### src/rtl/patmatch_pkg.sv
package patmatch_pkg;
  typedef enum logic {PAT_STATIC, PAT_DYN} pm_pat_src_e;
  typedef enum logic [1:0] {MASK_STATIC, MASK_DYN, MASK_RND1, MASK_RND2} pm_mask_src_e;
  typedef enum logic [1:0] {CLR_NONE, CLR_MATCH, CLR_NOMATCH} pm_autoclr_e;
endpackage

### src/rtl/pm_ref_sel.sv
module pm_ref_sel import patmatch_pkg::*; #(
  parameter int           W           = 48,
  parameter logic [W-1:0] PATTERN_VAL = '0,
  parameter logic [W-1:0] MASK_VAL    = '1,
  parameter pm_pat_src_e  PAT_SRC     = PAT_STATIC,
  parameter pm_mask_src_e MASK_SRC    = MASK_STATIC
) (
  input  logic [W-1:0] cmp_in,
  output logic [W-1:0] pat,
  output logic [W-1:0] mask
);
  // pattern source
  if (PAT_SRC == PAT_DYN) begin : g_pat_dyn
    assign pat = cmp_in;
  end else begin : g_pat_static
    assign pat = PATTERN_VAL;
  end

  // mask source; rounding masks shift zeros into the low end
  case (MASK_SRC)
    MASK_DYN:  begin : g_mask_dyn
      assign mask = cmp_in;
    end
    MASK_RND1: begin : g_mask_rnd1
      assign mask = {~cmp_in[W-2:0], 1'b0};
    end
    MASK_RND2: begin : g_mask_rnd2
      assign mask = {~cmp_in[W-3:0], 2'b00};
    end
    default:   begin : g_mask_static
      assign mask = MASK_VAL;
    end
  endcase

  if (PAT_SRC == PAT_STATIC && MASK_SRC == MASK_STATIC) begin : g_no_dyn
    logic unused_cmp;
    assign unused_cmp = ^cmp_in;
  end
endmodule

### src/rtl/pm_match.sv
module pm_match #(
  parameter int W = 48
) (
  input  logic [W-1:0] value,
  input  logic [W-1:0] pat,
  input  logic [W-1:0] mask,
  output logic         hit,
  output logic         hit_inv
);
  logic [W-1:0] diff;
  assign diff    = value ^ pat;
  assign hit     = &(~diff | mask);
  assign hit_inv = &(diff | mask);
endmodule

### src/rtl/pm_clear_ctl.sv
module pm_clear_ctl import patmatch_pkg::*; #(
  parameter pm_autoclr_e AUTOCLR = CLR_NONE
) (
  input  logic hit_q,
  output logic clr
);
  case (AUTOCLR)
    CLR_MATCH:   begin : g_clr_match
      assign clr = hit_q;
    end
    CLR_NOMATCH: begin : g_clr_nomatch
      assign clr = ~hit_q;
    end
    default:     begin : g_clr_none
      logic unused_hit;
      assign unused_hit = hit_q;
      assign clr = 1'b0;
    end
  endcase
endmodule

### src/rtl/patmatch_acc.sv
module patmatch_acc import patmatch_pkg::*; #(
  parameter int           W           = 48,
  parameter logic [W-1:0] PATTERN_VAL = '0,
  parameter logic [W-1:0] MASK_VAL    = '1,
  parameter pm_pat_src_e  PAT_SRC     = PAT_STATIC,
  parameter pm_mask_src_e MASK_SRC    = MASK_STATIC,
  parameter pm_autoclr_e  AUTOCLR     = CLR_NONE
) (
  input  logic         clk,
  input  logic         rst,
  input  logic         en,
  input  logic [W-1:0] addend,
  input  logic [W-1:0] cmp_in,
  output logic [W-1:0] acc_q,
  output logic         hit,
  output logic         hit_inv,
  output logic         ovf,
  output logic         unf
);
  localparam int SIGN = W - 1;

  logic [W-1:0] pat, mask, sum_w, nxt;
  logic         clr, upd, up, hit_n, hinv_n, leave, ovf_n, unf_n;

  pm_ref_sel #(
    .W(W), .PATTERN_VAL(PATTERN_VAL), .MASK_VAL(MASK_VAL),
    .PAT_SRC(PAT_SRC), .MASK_SRC(MASK_SRC)
  ) u_ref_sel (
    .cmp_in(cmp_in), .pat(pat), .mask(mask)
  );

  pm_clear_ctl #(.AUTOCLR(AUTOCLR)) u_clear_ctl (
    .hit_q(hit), .clr(clr)
  );

  // next value: a pending clear wins over the sum
  assign sum_w = acc_q + addend;
  assign nxt   = clr ? '0 : sum_w;
  assign upd   = clr | en;
  assign up    = ~addend[SIGN];

  pm_match #(.W(W)) u_match (
    .value(nxt), .pat(pat), .mask(mask), .hit(hit_n), .hit_inv(hinv_n)
  );

  // leaving both windows; direction from the sign of the step
  assign leave = ~clr & ~hit_n & ~hinv_n;
  assign ovf_n = leave & hit & up;
  assign unf_n = leave & hit_inv & ~up;

  always_ff @(posedge clk) begin
    if (rst) begin
      acc_q   <= '0;
      hit     <= 1'b0;
      hit_inv <= 1'b0;
      ovf     <= 1'b0;
      unf     <= 1'b0;
    end else if (upd) begin
      acc_q   <= nxt;
      hit     <= hit_n;
      hit_inv <= hinv_n;
      ovf     <= ovf_n;
      unf     <= unf_n;
    end
  end
endmodule

### config.mk
export PLATFORM = sky130hd
export DESIGN_NAME = patmatch_acc
export DESIGN_NICKNAME = d
export VERILOG_FILES = /design/src/rtl/patmatch_pkg.sv /design/src/rtl/pm_ref_sel.sv /design/src/rtl/pm_match.sv /design/src/rtl/pm_clear_ctl.sv /design/src/rtl/patmatch_acc.sv
export SDC_FILE = /design/constraint.sdc
export NUM_CORES = 1
export LEC_CHECK = 0
export BUFFER_PORTS_ARGS = -buffer_cell sky130_fd_sc_hd__buf_2
export CAP_MARGIN = 40
export CORE_MARGIN = 2
export CORE_UTILIZATION = 46
export DETAILED_ROUTE_END_ITERATION = 6
export GPL_TIMING_DRIVEN = 0
export PLACE_DENSITY_LB_ADDON = 0.05
export SLEW_MARGIN = 20
export SYNTH_ARGS = -nofsm -noshare
export SYNTH_HDL_FRONTEND = slang
export SYNTH_SLANG_ARGS = --single-unit
### constraint.sdc
create_clock -name clk -period 3.3 [get_ports clk]
set_clock_uncertainty 0.2 [all_clocks]
set_input_delay 0.66 -clock clk [delete_from_list [all_inputs] [get_ports clk]]
set_output_delay 0.66 -clock clk [all_outputs]
set_load 0.02 [all_outputs]
==> results of run 1 <==
-- registers in the layout, summed over array words and instances, names as in the netlist --
signal and cells:
acc_q 48, hit_inv 1
-- cells in the mapped netlist, types with 3 or more instances --
library cell and instances:
nor2b_1 6, ha_1 47, xor2_1 15, o21bai_1 8, a21oi_1 43, and3_1 5
buf_1 3, dfxtp_1 49, a31oi_1 11, nor3b_1 3, a21o_1 26, mux2i_1 40
clkbuf_1 17, o311ai_1 3, nand4_1 8, inv_1 9, a211oi_1 4, nand2b_1 4
nand2_1 38, buf_2 7, o21ai_0 23, nor2_1 63, nor3_1 6, buf_4 3
nand3_1 9, xnor2_1 25, o21ai_1 6, o21a_1 6
-- worst max-delay path, stage by stage --
cell,delay [ps]
buf_6,100
ha_4,250
buf_6,90
nand4_1,170
nor4_4,390
o2111ai_2,190
and3_4,250
o41ai_4,300
a21oi_2,120
o21ai_2,240
a221oi_2,100
or4b_1,540
o311ai_1,100
-- how the worst max path moves through the flow --
stage	endpoint	startpoint	cells after the start	slack, ps
6_report	acc_q[45]	addend[15]	13	-190
5_1_grt	acc_q[47]	addend[15]	14	-270
4_1_cts	acc_q[45]	addend[20]	13	-190
3_5_place_dp	acc_q[47]	addend[18]	13	-750
3_3_place_gp	acc_q[47]	addend[18]	13	-680
2_1_floorplan	acc_q[46]	addend[0]	13	-80
-- metrics by stage --
step	TNS, ps	setup slack, ps	total power, mW	util	area (µm²)
final	-680	-191	3.23	0.634	5800
after global routing	-1560	-267	3.48	0.634	5800
after CTS	-649	-185	3.10	0.598	5470
after detailed placement	-6890	-748	2.46	0.548	5020
after global placement	-6410	-685	2.44	0.548	5020
after floorplan	-323	-83.1	2.07	-	4380
-- timing repair --
item | CTS | global route
hold endpoints to repair | 0 | 0
setup endpoints to repair | 11 | 15
pin swaps | 19 | 28
buffers inserted | 18 | 16
resized for setup | 32 | 36
-- routing by layer --
layer	vias up	global-route usage
li1	2208	-
met1	2074	0.300
met2	124	0.401
met3	15	0.0291
met4	0	0.0506
met5	-	0
-- cells by family after synthesis --
family                   share of synthesized area
buffers and inverters                       0.0385
AND/OR/NAND/NOR                              0.179
multiplexers                                0.0954
other                                     0.000869
AO/OA/AOI/OAI                                0.237
adder cells (fa/ha/maj)                      0.141
XOR/XNOR                                    0.0812
flip-flops                                   0.227
-- power groups by stage --
stage	Sequential [mW]	Combinational (mW)	Clock (mW)
floorplan	0.938	1.13	0
global placement	0.802	1.63	0
detailed placement	0.809	1.65	0
CTS	0.801	1.82	0.479
global route	0.824	2.15	0.498
finish	0.806	1.97	0.455
-- cell type report --
cell class                 count  area [µm²]  area share
timing repair buffer         135         812       0.140
clock inverter                 1        30.0     0.00518
tap                          111         139      0.0239
sequential                    49         981       0.169
multi-input combinational    444        3550       0.612
inverter                       9        33.8     0.00583
clock buffer                   7        86.3      0.0149
buffer                        28         169      0.0291
==> metrics.txt, run 1 <==
run status finished, violations left; failing checks setup timing; Clk pwr share 0.141; Via-to-Cell Ratio 5.64; highest clock rate 286 MHz; Initial DRT Pass Iterations 4; relative slew slack 0.461; fraction of layout cells with a size suffix above 1 0.309; synth top area cells dfxtp_1, ha_1, mux2i_1, nor2_1, xnor2_1; Seq pwr share 0.250; Mapped Area 4320 µm²; post-route ant nets 0; Hold Crit Class reg -> reg; number of flops mapped to enable cells by yosys 0; gp weighted congestion 0.848; worst path arrival time around 3500 ps; DRT iter0 DRCs 156; CP Capture Type flip-flop; vias in the first global route 4,116; Pins Over Slew Limit 0; synthesized area per cell roughly 8 µm²; Hold Violations, Final 0; Final Cycle Share 1.06; pwr/cell area about 560 nW/µm²; total gr overflow 0; clock sinks 49; M1 WL about 5200 µm; worst hold path stage count 2; Routed WL 11,900 µm; switch share 0.428; Top Metal Used met4; first-pass GRT wire length roughly 19,000 µm; worst slew pin tran a little over 800 ps; P_int 1.85 mW; initial antenna violation count 0; total routing usage reported by global routing 0.229; fin crit period 3490 ps; Final setup viols 6; peak supply drop between 0.0002 and 0.0003 V; Comb power frac 0.609; worst r2r src acc_q[13]; CP Data Required Time 3310 ps; critical path type in -> reg; Synth area leader dfxtp_1; Async SR Flop Fraction 0; CTS Buffer Depth 2; cell row count 35; leak pwr about 2.8 nW; Routed WL per cell ~15 µm; initial core utilization 0.472; Top-Level Pins around 150; diode count 0; most frequent cells in the layout buf_2, nor2_1, dfxtp_1; Min-Delay Startpoint hit_inv; Die Height slightly above 100 µm; TritonCTS buffer count 5; worst hold endpoint hit_inv; met3 routed WL approximately 570 µm; Post-synth top flop dfxtp_1; reg2reg path depth 12; sequential fraction of the synthesis area 0.227; Hold Slack about 300 ps; met2 WL post-DR between 5000 and 6000 µm; fin nets just over 800; CP Launch Type input pin; Worst-path clk slew about 90 ps; max cap viols 0; R2R Setup Slk -130 ps; Die W just over 100 µm; Crit Path Max Fanout 3; synth unique cells 61; commonest non-fill, non-tap cell in the layout buf_2; fill cell count roughly 840; Non-Filler Instances a little under 800; HPWL after detailed placement 8790 µm; P_sw roughly 1.4 mW; synth warn 0; CTS tree built; Post-CTS Hold Buffers 0; RSZ-0062 raised after global routing true; root buf cell clkbuf_8; final worst slack -191 ps; H-tree levels 2; number of cells produced by synthesis ~530; Via Count 4,421; IO buf count 100; Core ar. ~9000 µm²; Seq cells post-synth slightly below 50; die area approximately 10,000 µm²; area grow syn2layout 34.3%; largest net degree at the start of global routing 15; top cell type's share of synthesized area 0.227; drt drc 0; placed insts roughly 740; FF-to-FF End acc_q[45]; worst-skew pair later-pin latency approximately 310 ps
Note: power is estimated with default switching activity, not from simulation.
==> run 2: changes to the inputs <==
--- a/config.mk
+++ b/config.mk
@@ -5,13 +5,15 @@
 export SDC_FILE = /design/constraint.sdc
 export NUM_CORES = 1
 export LEC_CHECK = 0
+export ABC_AREA = 1
 export BUFFER_PORTS_ARGS = -buffer_cell sky130_fd_sc_hd__buf_2
 export CAP_MARGIN = 40
 export CORE_MARGIN = 2
-export CORE_UTILIZATION = 46
+export CORE_UTILIZATION = 50
 export DETAILED_ROUTE_END_ITERATION = 6
 export GPL_TIMING_DRIVEN = 0
 export PLACE_DENSITY_LB_ADDON = 0.05
+export SETUP_SLACK_MARGIN = 0.15
 export SLEW_MARGIN = 20
 export SYNTH_ARGS = -nofsm -noshare
 export SYNTH_HDL_FRONTEND = slang
==> metrics.txt, run 2 <==
run status completed; number of flops mapped to enable cells by yosys 0 (unchanged); cell row count 40 (+14%); total gr overflow 0 (unchanged); synthesized area per cell 5.22 µm² (-36%); fin nets 1,405 (+72%); commonest non-fill, non-tap cell in the layout nand2_1; Setup TNS 0 ps (+680 ps); count leader, synth nand2_1; global routing met2 resource utilization 0.443 (+0.0422); synth unique cells 28 (-54%); largest net degree at the start of global routing 15 (unchanged); Via-to-Cell Ratio 4.83 (-14%); Final Cycle Share 0.858 (-0.199); Crit Path Max Fanout 4 (+1); synth warn 0 (unchanged); Initial DRT Pass Iterations 7 (+3); Die W 114 µm (+13%); fin crit period 2830 ps (-658 ps); peak supply drop 0.000252 V (-8.1%); CP Capture Type flip-flop; die area 12,900 µm² (+27%); Async SR Flop Fraction 0 (unchanged); top cell type's share of synthesized area 0.253 (+0.0255); fill cell count 1,317 (+57%); clock sinks 49 (unchanged); Power Total 2.69 mW (-17%); Routed WL per cell 13.4 µm (-12%); met3 usage 0.0388 (+0.00966); Hold Violations, Final 0 (unchanged); WP buf/inv 2 (unchanged); number of flip-flops in the largest register 48 (unchanged); Final setup viols 0 (-6); Synth area leader nand2_1; Core ar. 11,900 µm² (+30%); worst-skew pair later-pin latency 310 ps (about the same); Top Usage Layer GRT met1; DRT iter0 DRCs 500 (+220%); met1 Usage GRT 0.457 (+0.157); area grow syn2layout 14.1%; Largest delay share family, worst path simple AND/OR/NAND/NOR gates; worst path cell trace buf_2, ha_1, fa_1, nand3_1, nand3_1, nand2_1, nand2_1, nand2_1, nand3_2, nand2_1, nand2_1, nand2_1, nand3_1, nand2_1, inv_1; vias in the first global route 5,932 (+44%); Routed WL 18,800 µm (+59%); CP max stage cell fa_1; first-pass GRT wire length 29,900 µm (+57%); critical path type in -> reg; initial antenna violation count 0 (unchanged); initial core utilization 0.507 (+0.0354); commonest cells in the netlist nand2_1, inv_1, nor2_1, nand3_1, dfxtp_1; TritonCTS buffer count 5 (unchanged); CP Data Required Time 3310 ps (about the same); fraction of layout cells with a size suffix above 1 0.108 (-0.201); Seq cells post-synth 49 (unchanged); gp weighted congestion 1.01 (+19%); synth top area cells nand2_1, dfxtp_1, inv_1, nor2_1, ha_1; leak pwr 4.48 nW (+58%); CTS Buffer Depth 2 (unchanged); highest clock rate 353 MHz (+23%); total routing usage reported by global routing 0.297 (+0.0684); Post-synth top flop dfxtp_1; relative slew slack 0.509 (+0.0479); number of cells produced by synthesis 1,152 (+120%); sequential fraction of the synthesis area 0.163 (-0.0642); Pins Over Slew Limit 0 (unchanged); Setup Buffers After CTS 0 (-18); root buf cell clkbuf_16; worst slew pin tran 736 ps (-71.9 ps); H-tree levels 2 (unchanged); CTS tree built; CP most frequent cell nand2_1; Largest Register acc_q; max cap viols 0 (unchanged); post-route ant nets 0 (unchanged); HPWL after detailed placement 15,800 µm (+80%); IO buf count 98 (-2.0%); most frequent cells in the layout nand2_1, inv_1, nor2_1; pwr/cell area 392 nW/µm² (-30%); drt drc 0 (unchanged); Post-CTS Hold Buffers 0 (unchanged); Top Registers acc_q: 48 flops, hit_inv: 1 flops; final worst slack 467 ps (+658 ps); dpl ws 230 ps (+978 ps); worst path arrival time 2840 ps (-660 ps); Via Count 6,793 (+54%); Top-Level Pins 151 (unchanged); diode count 0 (unchanged); RSZ-0062 raised after global routing false; Worst-path clk slew 70 ps (-20 ps); Mapped Area 6010 µm² (+39%); Post-CTS Resized 0 (-100%); CP Launch Type input pin; Die Height 114 µm (+13%); Hold Crit Class reg -> reg; Slowest Stage Delay on Critical Path 460 ps (-80 ps)
[run 2: changes by cell type in the layout (fill, tap and decap cells not counted), moves of 24 or more]
| cell | before | now |
|---|---|---|
| nand3_1 | 8 | 59 |
| nor2_1 | 63 | 177 |
| inv_1 | 9 | 259 |
| mux2i_1 | 40 | 0 |
| nand2_1 | 35 | 405 |
| a21o_1 | 26 | 1 |
| xnor2_1 | 25 | 1 |
| buf_4 | 36 | 3 |
[run 2: final timing paths]
check / start / to / slack (ps) / depth (start not counted)
min reg2reg: hit_inv / hit_inv / 300 / 2
min: hit_inv / hit_inv / 300 / 2
max: addend[0] / acc_q[32] / 470 / 15
max reg2reg: acc_q[0] / acc_q[32] / 600 / 14
[run 2: area by class of cell]
type,instances,area [µm²],area share
buffer,18,101,0.0148
clock buffer,7,143,0.0208
clock inverter,1,30.0,0.00437
inverter,263,987,0.144
multi-input combinational,823,3950,0.575
sequential,49,981,0.143
tap,147,184,0.0268
timing repair buffer,98,490,0.0714
[run 2: worst reg2reg max path, delay by kind of cell (launching register included)]
kind                       cells  cell delay (ps)
DFF                            1              330
and+or+nand+nor               11             1350
adders and majority gates      2              700
buffers and inverters          1               40
[run 2: routing by layer]
| metal | vias to the layer above | wire [µm] | share of wire |
|---|---|---|---|
| met2 | 197 | 7620 | 0.40 |
| met5 | - | 0 | 0 |
| met1 | 2954 | 9670 | 0.51 |
| met3 | 19 | 1260 | 0.067 |
| met4 | 0 | 274 | 0.015 |
| li1 | 3623 | - | - |
[run 2: per-stage QoR]
| step | std cells | area (µm²) | hold slack, ps | utilization |
|---|---|---|---|---|
| after CTS | 1406 | 6870 | 306 | 0.579 |
| final | 1406 | 6870 | 299 | 0.579 |
| after floorplan | 1153 | 6020 | 353 | - |
| after global routing | 1406 | 6870 | 338 | 0.579 |
| after global placement | 1398 | 6690 | 274 | 0.564 |
| after detailed placement | 1398 | 6690 | 291 | 0.564 |
[run 2: cells by family (layout without fill, tap and decap cells)]
kind of cell / after synthesis / in the layout / synth area share
compound gates: 68 / 68 / 0.0591
xor+xnor: 24 / 24 / 0.0349
fa+ha+maj: 48 / 48 / 0.101
buf+inv: 281 / 387 / 0.181
flops: 49 / 49 / 0.163
other cells: 1 / 2 / 0.000623
simple gates: 681 / 681 / 0.460
[run 2: power by group]
| part | internal, mW | switching (mW) |
|---|---|---|
| combinational | 0.445 | 0.899 |
| sequential | 0.661 | 0.0536 |
| clock | 0.380 | 0.254 |
| total | 1.49 | 1.21 |
==> run 3: changes to the inputs <==
--- a/config.mk
+++ b/config.mk
@@ -5,11 +5,10 @@
 export SDC_FILE = /design/constraint.sdc
 export NUM_CORES = 1
 export LEC_CHECK = 0
-export ABC_AREA = 1
 export BUFFER_PORTS_ARGS = -buffer_cell sky130_fd_sc_hd__buf_2
 export CAP_MARGIN = 40
 export CORE_MARGIN = 2
-export CORE_UTILIZATION = 50
+export CORE_UTILIZATION = 46
 export DETAILED_ROUTE_END_ITERATION = 6
 export GPL_TIMING_DRIVEN = 0
 export PLACE_DENSITY_LB_ADDON = 0.05
==> metrics.txt, run 3 (synthesis results as in run 1) <==
worst hold endpoint hit_inv; drt drc 0 (unchanged); fraction of layout cells with a size suffix above 1 0.328 (+0.220); Die W 101 µm (-11%); Final Cycle Share 1.08 (+0.220); post-route ant nets 0 (unchanged); Worst-path clk slew 100 ps (+30 ps); Core ar. 9150 µm² (-23%); initial core utilization 0.472 (-0.0354); first-pass GRT wire length 19,200 µm (-36%); peak supply drop 0.000280 V (+11%); worst path arrival time 3570 ps (+730 ps); highest clock rate 281 MHz (-20%); gp weighted congestion 0.848 (-16%); most frequent cells in the layout buf_2, nor2_1, dfxtp_1; total gr overflow 0 (unchanged); Via Count 4,476 (-34%); area grow syn2layout 37.7%; fill cell count 845 (-36%); H-tree levels 2 (unchanged); FF-to-FF End acc_q[41]; clock sinks 49 (unchanged); Routed WL per cell 15.3 µm (+14%); largest net degree at the start of global routing 16 (+1); worst-skew pair later-pin latency 300 ps (about the same); RSZ-0062 raised after global routing true; max cap viols 0 (unchanged); commonest non-fill, non-tap cell in the layout buf_2; placed insts 743 (-47%); relative slew slack 0.490 (-0.0190); CP Data Required Time 3310 ps (about the same); die area 10,200 µm² (-21%); Final setup viols 8 (+8); cell row count 35 (-13%); IO buf count 100 (+2.0%); TritonCTS buffer count 5 (unchanged); Hold Violations, Final 0 (unchanged); vias in the first global route 4,249 (-28%); Crit Path Max Fanout 8 (+4); diode count 0 (unchanged); run status finished, violations left; Initial DRT Pass Iterations 5 (-2); number of flip-flops in the largest register 48 (unchanged); R2R Setup Slk -160 ps (-760 ps); Routed WL 12,200 µm (-35%); HPWL after detailed placement 8670 µm (-45%); CP Launch Type input pin; Pins Over Slew Limit 0 (unchanged); leak pwr 2.94 nW (-34%); total routing usage reported by global routing 0.231 (-0.0657); pwr/cell area 567 nW/µm² (+45%); fin nets 831 (-41%); CTS Buffer Depth 2 (unchanged); initial antenna violation count 0 (unchanged); Hold Crit Class reg -> reg; Largest Register acc_q; DRT iter0 DRCs 133 (-73%); Die Height 101 µm (-11%); Non-Filler Instances 796 (-43%); dpl ws -688 ps (-918 ps); worst hold path stage count 2 (unchanged); CTS tree built; worst r2r src acc_q[13]; final worst slack -258 ps (-726 ps); Via-to-Cell Ratio 5.62 (+16%); critical path type in -> reg; failing checks setup timing; reg2reg path depth 12 (-2); Min-Delay Startpoint hit_inv; fin crit period 3560 ps (+726 ps); Top Registers acc_q: 48 flops, hit_inv: 1 flops; worst slew pin tran 765 ps (+28.5 ps); CP Capture Type flip-flop; root buf cell clkbuf_8; Top-Level Pins 151 (unchanged)
[run 3: changes by cell type in the layout (fill, tap and decap cells not counted), sizes merged, moves of 8 or more]
cell / before / now
mux2i: 0 / 40
xnor2: 1 / 25
nand2: 412 / 38
a21o: 1 / 26
nor2: 185 / 63
inv: 263 / 9
xor2: 23 / 15
nand3: 64 / 9
a31oi: 0 / 11
a21oi: 31 / 44
buf: 102 / 158
[run 3: final cells by class]
cell class / count / area (µm²) / share of cell area
Multi-Input combinational cell: 444 / 3560 / 0.599
Inverter: 9 / 33.8 / 0.00568
Sequential cell: 49 / 981 / 0.165
Timing Repair Buffer: 145 / 905 / 0.152
Buffer: 30 / 194 / 0.0326
Clock buffer: 5 / 68.8 / 0.0116
Tap cell: 111 / 139 / 0.0234
Clock inverter: 3 / 65.1 / 0.0109
[run 3: critical path, cell delays in order]
cell	delay, ps
buf_2	110
ha_4	260
buf_6	90
buf_4	140
nand4_1	120
nor2_1	140
o21ai_0	150
a21o_1	210
and3_4	190
o41ai_4	390
a21oi_2	120
o21ai_2	250
a21oi_2	90
or4b_4	530
o311ai_4	90
[run 3: how the worst max path moves through the flow]
stage	start	end	slack [ps]
6_report	addend[17]	acc_q[41]	-260
5_1_grt	addend[17]	acc_q[41]	-380
4_1_cts	addend[20]	acc_q[41]	-190
3_5_place_dp	addend[18]	acc_q[47]	-690
3_3_place_gp	addend[18]	acc_q[47]	-690
2_1_floorplan	addend[0]	acc_q[46]	-80
[run 3: layer usage]
metal | global-route usage | up-vias | wire length [µm] | share of wire
li1 | - | 2242 | - | -
met2 | 0.409 | 149 | 5970 | 0.49
met5 | 0 | - | 0 | 0
met3 | 0.0270 | 8 | 660 | 0.054
met1 | 0.303 | 2077 | 5450 | 0.45
met4 | 0.0485 | 0 | 101 | 0.0083
[run 3: metrics by stage]
stage / power [mW] / cell area [µm²] / TNS, ps / util / hold slack, ps
2_1_floorplan: 2.07 / 4380 / -323 / - / 354
3_3_place_gp: 2.44 / 5020 / -6320 / 0.548 / 282
3_5_place_dp: 2.46 / 5020 / -6350 / 0.548 / 292
4_1_cts: 3.20 / 5600 / -571 / 0.612 / 308
5_1_grt: 3.62 / 5940 / -2020 / 0.649 / 333
6_report: 3.37 / 5940 / -770 / 0.649 / 297
[run 3: repair_timing]
action                                  in CTS  in global routing
endpoints found under the setup margin      14                 20
pin swaps                                   29                 29
gates resized for setup                     44                 38
buffers inserted                            25                 19
endpoints found under the hold margin        0                  0
hold buffers                                 0                  0
[run 3: where the power goes]
group          internal (mW)  switching (mW)
sequential             0.707          0.0973
clock                  0.302           0.219
combinational          0.947            1.10
total                   1.96            1.42
